==> src/rtl/xlate_pkg.sv <==
package xlate_pkg;
  localparam int XW      = 32;
  localparam int PG_BITS = 12;

  // segment register field positions
  localparam int SEG_T  = 31;
  localparam int SEG_KS = 30;
  localparam int SEG_KP = 29;
  localparam int SEG_NX = 28;

  localparam logic [1:0] ACC_FETCH = 2'd0;
  localparam logic [1:0] ACC_LOAD  = 2'd1;
  localparam logic [1:0] ACC_STORE = 2'd2;

  localparam logic [2:0] CLS_INT   = 3'd0;
  localparam logic [2:0] CLS_FLT   = 3'd1;
  localparam logic [2:0] CLS_RSV   = 3'd2;
  localparam logic [2:0] CLS_CACHE = 3'd3;
  localparam logic [2:0] CLS_EXT   = 3'd4;

  localparam logic [1:0] FK_NONE  = 2'd0;
  localparam logic [1:0] FK_INSTR = 2'd1;
  localparam logic [1:0] FK_DATA  = 2'd2;
  localparam logic [1:0] FK_ALIGN = 2'd3;

  localparam logic [2:0] PM_R = 3'b001;
  localparam logic [2:0] PM_W = 3'b010;
  localparam logic [2:0] PM_X = 3'b100;

  localparam logic [31:0] C_NOEXEC = 32'h1000_0000;
  localparam logic [31:0] C_MISS   = 32'h4000_0000;
  localparam logic [31:0] C_PROT   = 32'h0800_0000;
  localparam logic [31:0] C_RSV    = 32'h0400_0000;
  localparam logic [31:0] C_EXT    = 32'h0410_0000;
  localparam logic [31:0] C_STBIT  = 32'h0200_0000;

  typedef struct packed {
    logic          ok;
    logic [XW-1:0] ra;
    logic [2:0]    perm;
    logic [1:0]    fk;
    logic [31:0]   code;
    logic [XW-1:0] addr;
  } xres_t;

  function automatic logic [2:0] need_of(input logic [1:0] kind);
    case (kind)
      ACC_FETCH: need_of = PM_X;
      ACC_STORE: need_of = PM_W;
      default:   need_of = PM_R;
    endcase
  endfunction

  function automatic logic [31:0] dcode(input logic [31:0] base, input logic st);
    dcode = base | (st ? C_STBIT : 32'h0);
  endfunction
endpackage

==> src/rtl/seg_file.sv <==
module seg_file #(
  parameter int SEG_CNT = 16,
  parameter int DW      = 32,
  localparam int IW     = $clog2(SEG_CNT)
) (
  input  logic          clk,
  input  logic          we,
  input  logic [IW-1:0] widx,
  input  logic [DW-1:0] wdata,
  input  logic [IW-1:0] ridx,
  output logic [DW-1:0] rdata
);
  logic [DW-1:0] mem [SEG_CNT];

  always_ff @(posedge clk) begin
    if (we) mem[widx] <= wdata;
  end

  assign rdata = mem[ridx];
endmodule

==> src/rtl/prot_decode.sv <==
module prot_decode (
  input  logic       key,
  input  logic [1:0] pp,
  input  logic       nx,
  output logic [2:0] pm
);
  import xlate_pkg::*;

  logic [2:0] rw;

  always_comb begin
    if (!key) begin
      rw = (pp == 2'd3) ? PM_R : (PM_R | PM_W);
    end else begin
      case (pp)
        2'd0:    rw = 3'b000;
        2'd2:    rw = PM_R | PM_W;
        default: rw = PM_R;
      endcase
    end
    pm = rw | (nx ? 3'b000 : PM_X);
  end

  always_comb begin
    if (key && pp == 2'd0) a_key1_pp0_r8: assert ((pm & (PM_R | PM_W)) == 3'b000);
  end
endmodule

==> src/rtl/xlate_seq.sv <==
module xlate_seq #(
  parameter int SEG_CNT = 16,
  parameter int VSID_W  = 28
) (
  input  logic                                  clk,
  input  logic                                  rst,
  input  logic                                  req_valid,
  output logic                                  req_ready,
  input  logic [xlate_pkg::XW-1:0]              req_ea,
  input  logic [1:0]                            req_kind,
  input  logic                                  req_user,
  input  logic                                  req_xlate_on,
  input  logic [2:0]                            req_class,
  input  logic                                  seg_we,
  input  logic [$clog2(SEG_CNT)-1:0]            seg_idx,
  input  logic [xlate_pkg::XW-1:0]              seg_wdata,
  output logic                                  blk_req_valid,
  output logic [xlate_pkg::XW-1:0]              blk_req_ea,
  output logic [1:0]                            blk_req_kind,
  output logic                                  blk_req_user,
  input  logic                                  blk_rsp_valid,
  input  logic                                  blk_rsp_hit,
  input  logic [xlate_pkg::XW-1:0]              blk_rsp_ra,
  input  logic [2:0]                            blk_rsp_perm,
  output logic                                  walk_req_valid,
  output logic [VSID_W-1:0]                     walk_req_vsid,
  output logic [xlate_pkg::XW-1:0]              walk_req_ea,
  input  logic                                  walk_rsp_valid,
  input  logic                                  walk_rsp_found,
  input  logic [xlate_pkg::XW-xlate_pkg::PG_BITS-1:0] walk_rsp_rpn,
  input  logic [1:0]                            walk_rsp_pp,
  input  logic                                  walk_rsp_chg,
  output logic                                  done,
  output logic                                  ok,
  output logic [xlate_pkg::XW-1:0]              ra,
  output logic [2:0]                            perm,
  output logic [1:0]                            flt_kind,
  output logic [31:0]                           flt_code,
  output logic [xlate_pkg::XW-1:0]              flt_addr
);
  import xlate_pkg::*;

  localparam int SEL_W = $clog2(SEG_CNT);

  typedef enum logic [1:0] {ST_IDLE, ST_BLK, ST_WALK} st_e;

  st_e           state;
  logic [XW-1:0] ea_q;
  logic [1:0]    kind_q;
  logic          user_q;
  logic [2:0]    cls_q;
  xres_t         out_q;
  logic          done_q;

  logic [XW-1:0] seg_val;
  logic          key, nx, is_fetch, is_store;
  logic [2:0]    need, ds_perm, pg_perm;
  xres_t         blk_res, seg_res, walk_res;
  logic          seg_final;

  seg_file #(.SEG_CNT(SEG_CNT), .DW(XW)) u_seg (
    .clk   (clk),
    .we    (seg_we),
    .widx  (seg_idx),
    .wdata (seg_wdata),
    .ridx  (ea_q[XW-1 -: SEL_W]),
    .rdata (seg_val)
  );

  prot_decode u_prot (
    .key (key),
    .pp  (walk_rsp_pp),
    .nx  (nx),
    .pm  (pg_perm)
  );

  function automatic xres_t f_ok(input logic [XW-1:0] a, input logic [2:0] pm);
    xres_t r;
    r      = '0;
    r.ok   = 1'b1;
    r.ra   = a;
    r.perm = pm;
    return r;
  endfunction

  function automatic xres_t f_flt(input logic [1:0] fk, input logic [31:0] code,
                                  input logic [XW-1:0] a);
    xres_t r;
    r      = '0;
    r.fk   = fk;
    r.code = code;
    r.addr = (fk == FK_INSTR) ? '0 : a;
    return r;
  endfunction

  always_comb begin
    key      = user_q ? seg_val[SEG_KP] : seg_val[SEG_KS];
    nx       = seg_val[SEG_NX];
    is_fetch = (kind_q == ACC_FETCH);
    is_store = (kind_q == ACC_STORE);
    need     = need_of(kind_q);
    ds_perm  = key ? (PM_R | PM_W) : PM_R;

    // block-translation outcome
    if ((need & ~blk_rsp_perm) != 3'b000)
      blk_res = is_fetch ? f_flt(FK_INSTR, C_PROT, ea_q)
                         : f_flt(FK_DATA, dcode(C_PROT, is_store), ea_q);
    else
      blk_res = f_ok(blk_rsp_ra, blk_rsp_perm);

    // segment step
    seg_final = 1'b1;
    seg_res   = '0;
    if (seg_val[SEG_T]) begin
      if (is_fetch) begin
        seg_res = f_flt(FK_INSTR, C_NOEXEC, ea_q);
      end else begin
        case (cls_q)
          CLS_FLT:   seg_res = f_flt(FK_ALIGN, 32'h0, ea_q);
          CLS_RSV:   seg_res = f_flt(FK_DATA, dcode(C_RSV, is_store), ea_q);
          CLS_EXT:   seg_res = f_flt(FK_DATA, dcode(C_EXT, is_store), ea_q);
          CLS_CACHE: seg_res = f_ok(ea_q, ds_perm);
          default: begin
            if ((need & ~ds_perm) != 3'b000)
              seg_res = f_flt(FK_DATA, dcode(C_PROT, is_store), ea_q);
            else
              seg_res = f_ok(ea_q, ds_perm);
          end
        endcase
      end
    end else if (is_fetch && nx) begin
      seg_res = f_flt(FK_INSTR, C_NOEXEC, ea_q);
    end else begin
      seg_final = 1'b0;
    end

    // page-table outcome
    if (!walk_rsp_found)
      walk_res = is_fetch ? f_flt(FK_INSTR, C_MISS, ea_q)
                          : f_flt(FK_DATA, dcode(C_MISS, is_store), ea_q);
    else if ((need & ~pg_perm) != 3'b000)
      walk_res = is_fetch ? f_flt(FK_INSTR, C_PROT, ea_q)
                          : f_flt(FK_DATA, dcode(C_PROT, is_store), ea_q);
    else
      walk_res = f_ok({walk_rsp_rpn, ea_q[PG_BITS-1:0]},
                      (kind_q == ACC_LOAD && !walk_rsp_chg) ? (pg_perm & ~PM_W) : pg_perm);
  end

  always_ff @(posedge clk) begin
    if (rst) begin
      state  <= ST_IDLE;
      ea_q   <= '0;
      kind_q <= ACC_LOAD;
      user_q <= 1'b0;
      cls_q  <= CLS_INT;
      out_q  <= '0;
      done_q <= 1'b0;
    end else begin
      done_q <= 1'b0;
      case (state)
        ST_IDLE: begin
          if (req_valid) begin
            ea_q   <= req_ea;
            kind_q <= req_kind;
            user_q <= req_user;
            cls_q  <= req_class;
            if (!req_xlate_on) begin
              out_q  <= f_ok(req_ea, PM_R | PM_W | PM_X);
              done_q <= 1'b1;
            end else begin
              state <= ST_BLK;
            end
          end
        end
        ST_BLK: begin
          if (blk_rsp_valid) begin
            if (blk_rsp_hit) begin
              out_q  <= blk_res;
              done_q <= 1'b1;
              state  <= ST_IDLE;
            end else if (seg_final) begin
              out_q  <= seg_res;
              done_q <= 1'b1;
              state  <= ST_IDLE;
            end else begin
              state <= ST_WALK;
            end
          end
        end
        ST_WALK: begin
          if (walk_rsp_valid) begin
            out_q  <= walk_res;
            done_q <= 1'b1;
            state  <= ST_IDLE;
          end
        end
        default: state <= ST_IDLE;
      endcase
    end
  end

  assign req_ready      = (state == ST_IDLE);
  assign blk_req_valid  = (state == ST_BLK);
  assign blk_req_ea     = ea_q;
  assign blk_req_kind   = kind_q;
  assign blk_req_user   = user_q;
  assign walk_req_valid = (state == ST_WALK);
  assign walk_req_vsid  = seg_val[VSID_W-1:0];
  assign walk_req_ea    = ea_q;

  assign done     = done_q;
  assign ok       = out_q.ok;
  assign ra       = out_q.ra;
  assign perm     = out_q.perm;
  assign flt_kind = out_q.fk;
  assign flt_code = out_q.code;
  assign flt_addr = out_q.addr;

  p_done_single_r12: assert property (@(posedge clk) disable iff (rst)
    done |=> !done);

  p_busy_after_req_r12: assert property (@(posedge clk) disable iff (rst)
    $fell(req_ready) |-> $past(req_valid));

  p_walk_after_miss_r2: assert property (@(posedge clk) disable iff (rst)
    $rose(walk_req_valid) |-> $past(blk_rsp_valid && !blk_rsp_hit));

  p_no_walk_noexec_r7: assert property (@(posedge clk) disable iff (rst)
    walk_req_valid |-> !(kind_q == ACC_FETCH && seg_val[SEG_NX]));

  p_data_fault_addr_r10: assert property (@(posedge clk) disable iff (rst)
    (done && flt_kind == FK_DATA) |-> (flt_addr == ea_q));

  p_ok_no_fault_r10: assert property (@(posedge clk) disable iff (rst)
    (done && ok) |-> (flt_kind == FK_NONE && flt_code == 32'h0));
endmodule

==> config.mk <==
export PLATFORM = sky130hd
export DESIGN_NAME = xlate_seq
export DESIGN_NICKNAME = d
export VERILOG_FILES = /design/src/rtl/xlate_pkg.sv /design/src/rtl/seg_file.sv /design/src/rtl/prot_decode.sv /design/src/rtl/xlate_seq.sv
export SDC_FILE = /design/constraint.sdc
export NUM_CORES = 1
export LEC_CHECK = 0
export ABC_AREA = 1
export BUFFER_PORTS_ARGS = -buffer_cell sky130_fd_sc_hd__buf_2
export CAP_MARGIN = 5
export CORE_MARGIN = 8
export CORE_UTILIZATION = 47
export CTS_CLUSTER_SIZE = 10
export DETAILED_ROUTE_END_ITERATION = 12
export PLACE_DENSITY = 0.67
export SETUP_SLACK_MARGIN = 0.2
export SYNTH_ARGS = -nofsm -noshare
export SYNTH_HDL_FRONTEND = slang
export SYNTH_SLANG_ARGS = --single-unit
==> constraint.sdc <==
create_clock -name clk -period 4.2 [get_ports clk]
set_input_delay 0.84 -clock clk [delete_from_list [all_inputs] [get_ports clk]]
set_output_delay 0.84 -clock clk [all_outputs]
set_load 0.01 [all_outputs]
==> impl_metrics.py <==
metrics = {
    "clock_tree": {
        "cts_sinks": 633,
        "cts_buffer_depth": 3,
        "cts_inserted_buffers": 75,
        "clkLatencyLatePin_ns": 0.62,
        "ctsHoldBuffers": 0,
        "clkTransAtPathRegs_ns": 0.06,
        "root_buffer": "clkbuf_16",
        "cts-htree-levels": 3,
        "cts_tree": "done",
    },
    "drt": {
        "drc": 0,
        "avgRoutedWirePerCell_microns": 23.0,
        "postRouteAntennaNets": 0,
        "dr_total_vias": 19800,
        "via_per_inst": 5.79,
        "routed_wl_mm": 79.0,
        "first_pass_iters": 6,
        "drt_iter0_drc": 1978,
    },
    "timing": {
        "setup_tns_ns": 0,
        "slew_viol_final": 0,
        "tightest_slew_ns": 1.15,
        "hold_violations": 0,
        "timing.fmax_mhz": 263,
        "min_period_ns": 3.81,
        "period_share_pct": 90.6,
        "relSlewSlack_pct": 23.4,
        "rsz0062_at_grt": "false",
        "clock_skew_ns": 0.0248,
        "setup_viol": 0,
    },
    "yosys": {
        "syn_inst": 2400,
        "synth_area_per_cell_sq_um": 11.1,
        "ys_ff_latch": 633,
        "ys_seq_area_share_pct": 67.1,
        "async_flop_share_pct": 0,
        "yosys_warnings": 0,
        "synth_area_sq_mm": 0.0265,
        "synth_cell_types": 37,
        "ys.flop_type": "edfxtp_1",
        "synth_edf_count": 512,
    },
    "cells_and_area": {
        "syn_to_final_growth_pct": 15.7,
        "drive_gt1_share_pct": 19.9,
        "seq_area_sq_mm": 0.0178,
        "nNetsFinal": 2775,
        "fin_area_sq_mm": 0.0307,
        "multi_input_area_sq_mm": 0.00750,
        "n_fill_cell": 4694,
    },
    "critical_path": {
        "cp.required_ns": 3.36,
        "cp_cell_sequence": "inv_6, buf_4, o21ai_0, o221ai_1, nand3_1, nand2_1, buf_2",
        "worst_setup_path_end_kind": "output port",
        "slowest_stage": "buf_4",
        "start_kind": "flop",
        "critPathMaxFanout": 62,
        "critical_path_class": "reg2out",
        "crit_path_max_incr_delay_ns": 0.61,
        "arrival_ns": 2.97,
    },
    "global_routing": {
        "busiest_layer": "met2",
        "use_met2_pct": 36.7,
        "grtUsageMet3_pct": 4.23,
        "antenna_found_initial": 17,
        "grt.overflow.total": 0,
        "first_global_vias": 19100,
        "grt_first_pass_wirelength_mm": 117,
        "grt_max_degree": 80,
        "grtUsageTotal_pct": 23.7,
        "gr-usage-met1_pct": 32.8,
    },
    "place": {
        "dpl_cell_area_sq_mm": 0.0284,
        "hpwl_mm": 46.7,
        "portBuffers": 315,
        "place.gp.congestion": 0.954,
    },
    "die": {
        "die_area_sq_mm": 0.0643,
        "core_sq_mm": 0.0561,
        "rows": 87,
        "die_w_microns": 254,
        "ios": 342,
        "start_util_pct": 47.3,
        "fp.dieH_microns": 254,
    },
    "outcome": {
        "outcome": "complete, no violations",
    },
    "worst_hold_path": {
        "hold_class": "reg2reg",
    },
    "power_and_ir_drop": {
        "p_per_area_mw_per_mm2": 602,
        "peakVddDrop_uv": 370,
        "leakage_nw": 11.2,
    },
    "run": {
        "cap_violations": 0,
    },
}
==> cells by family after synthesis <==
logic type / count (synthesis) / share of synthesized area [%]
AO/OA/AOI/OAI: 546 / 12.3
adder cells (fa/ha/maj): 4 / 0.189
buffers and inverters: 296 / 5.45
flip-flops: 633 / 67.1
other: 1 / 0.0141
AND/OR/NAND/NOR: 920 / 15.0
==> flip-flops by register name, indices dropped and copies added, names as in the netlist, named ones only <==
name,cells
u_seg.mem,512
perm,3
blk_req_user,1
ra,32
flt_addr,32
state,2
blk_req_ea,32
cls_q,3
ok,1
flt_code,6
done,1
flt_kind,2
blk_req_kind,2
==> per-layer routing <==
metal | wire (microns) | share of wire (%)
met5 | 25 | 0.032
met4 | 3180 | 4.0
met3 | 6320 | 8.0
met2 | 37000 | 47
met1 | 32400 | 41
==> metrics by stage <==
| stage | utilization (%) | hold WS [ns] | setup slack (ns) | instances | total power (W) |
|---|---|---|---|---|---|
| 3_3_place_gp | 50.7 | 0.451 | 0.782 | 3309 | 0.0126 |
| 6_report | 54.7 | 0.460 | 0.395 | 3428 | 0.0185 |
| 3_5_place_dp | 50.7 | 0.452 | 0.686 | 3309 | 0.0126 |
| 4_1_cts | 54.7 | 0.461 | 0.350 | 3415 | 0.0185 |
| 2_1_floorplan | - | 0.458 | 1.38 | 2425 | 0.0109 |
| 5_1_grt | 54.7 | 0.480 | 0.222 | 3428 | 0.0193 |
==> final cells by class <==
class | instances | share of cell area [%]
Antenna cell | 13 | 0.106
Clock buffer | 96 | 6.54
Clock inverter | 10 | 0.632
Inverter | 64 | 0.812
Multi-Input combinational cell | 1496 | 24.4
Sequential cell | 633 | 58.1
Tap cell | 756 | 3.08
Timing Repair Buffer | 360 | 6.33
==> cells in the final DEF (no fill, tap or decap), drive strengths merged, types with 5 or more instances in the layout <==
cell type / instances
clkbuf: 96
conb: 26
o22ai: 29
inv: 66
o21ai: 292
dfxtp: 121
nor2: 371
o211ai: 34
edfxtp: 512
or2: 5
nand4: 54
buf: 360
o221ai: 85
nand2: 343
nor3: 7
a21oi: 101
nand3: 138
clkinv: 7
diode: 13
==> what timing repair did <==
action	CTS	global route
gates resized for setup	0	1
buffers inserted	0	0
setup endpoints to repair	0	3
==> critical path: cells and delay by family (launching register included) <==
| family | cells | cell delay [ns] |
|---|---|---|
| AOI/OAI and AO/OA | 2 | 0.43 |
| buffers and inverters | 3 | 1.11 |
| DFF | 1 | 0.45 |
| and+or+nand+nor | 2 | 0.32 |
==> final timing paths <==
kind,start,to,slack (ns),depth (start not counted)
max,flop,walk_req_vsid[5],0.39,7
min,ra[19],ra[19],0.46,2
max reg2reg,flop,flt_addr[20],0.65,13
min reg2reg,ra[19],ra[19],0.46,2
==> synthesized netlist by cell type, types with 4 or more instances <==
| cell | n | area (sq um) |
|---|---|---|
| dfxtp_1 | 121 | 2420 |
| buf_2 | 20 | 100 |
| o22ai_1 | 29 | 181 |
| nand3_1 | 114 | 571 |
| inv_1 | 61 | 229 |
| clkbuf_1 | 128 | 480 |
| o221ai_1 | 85 | 744 |
| nand3_2 | 24 | 240 |
| o21ai_0 | 285 | 1430 |
| edfxtp_1 | 512 | 15400 |
| buf_6 | 8 | 90.1 |
| nand4_1 | 53 | 332 |
| a21oi_2 | 16 | 140 |
| nor2_1 | 368 | 1380 |
| o21ai_1 | 7 | 35.0 |
| ha_1 | 4 | 50.1 |
| o211ai_1 | 33 | 248 |
| nor3_1 | 7 | 35.0 |
| or2_2 | 5 | 31.3 |
| a21oi_1 | 85 | 425 |
| buf_4 | 66 | 495 |
| nand2_2 | 5 | 31.3 |
| buf_1 | 10 | 37.5 |
| nand2_1 | 335 | 1260 |
==> where the power goes <==
| group | leakage [nW] | internal [W] | switching [W] |
|---|---|---|---|
| Combinational | 4.50 | 0.00149 | 0.00350 |
| Clock | 1.06 | 0.00343 | 0.00248 |
| Sequential | 5.62 | 0.00718 | 0.000412 |
| Total | 11.2 | 0.0121 | 0.00639 |
Power figures use the tool's default switching activity.
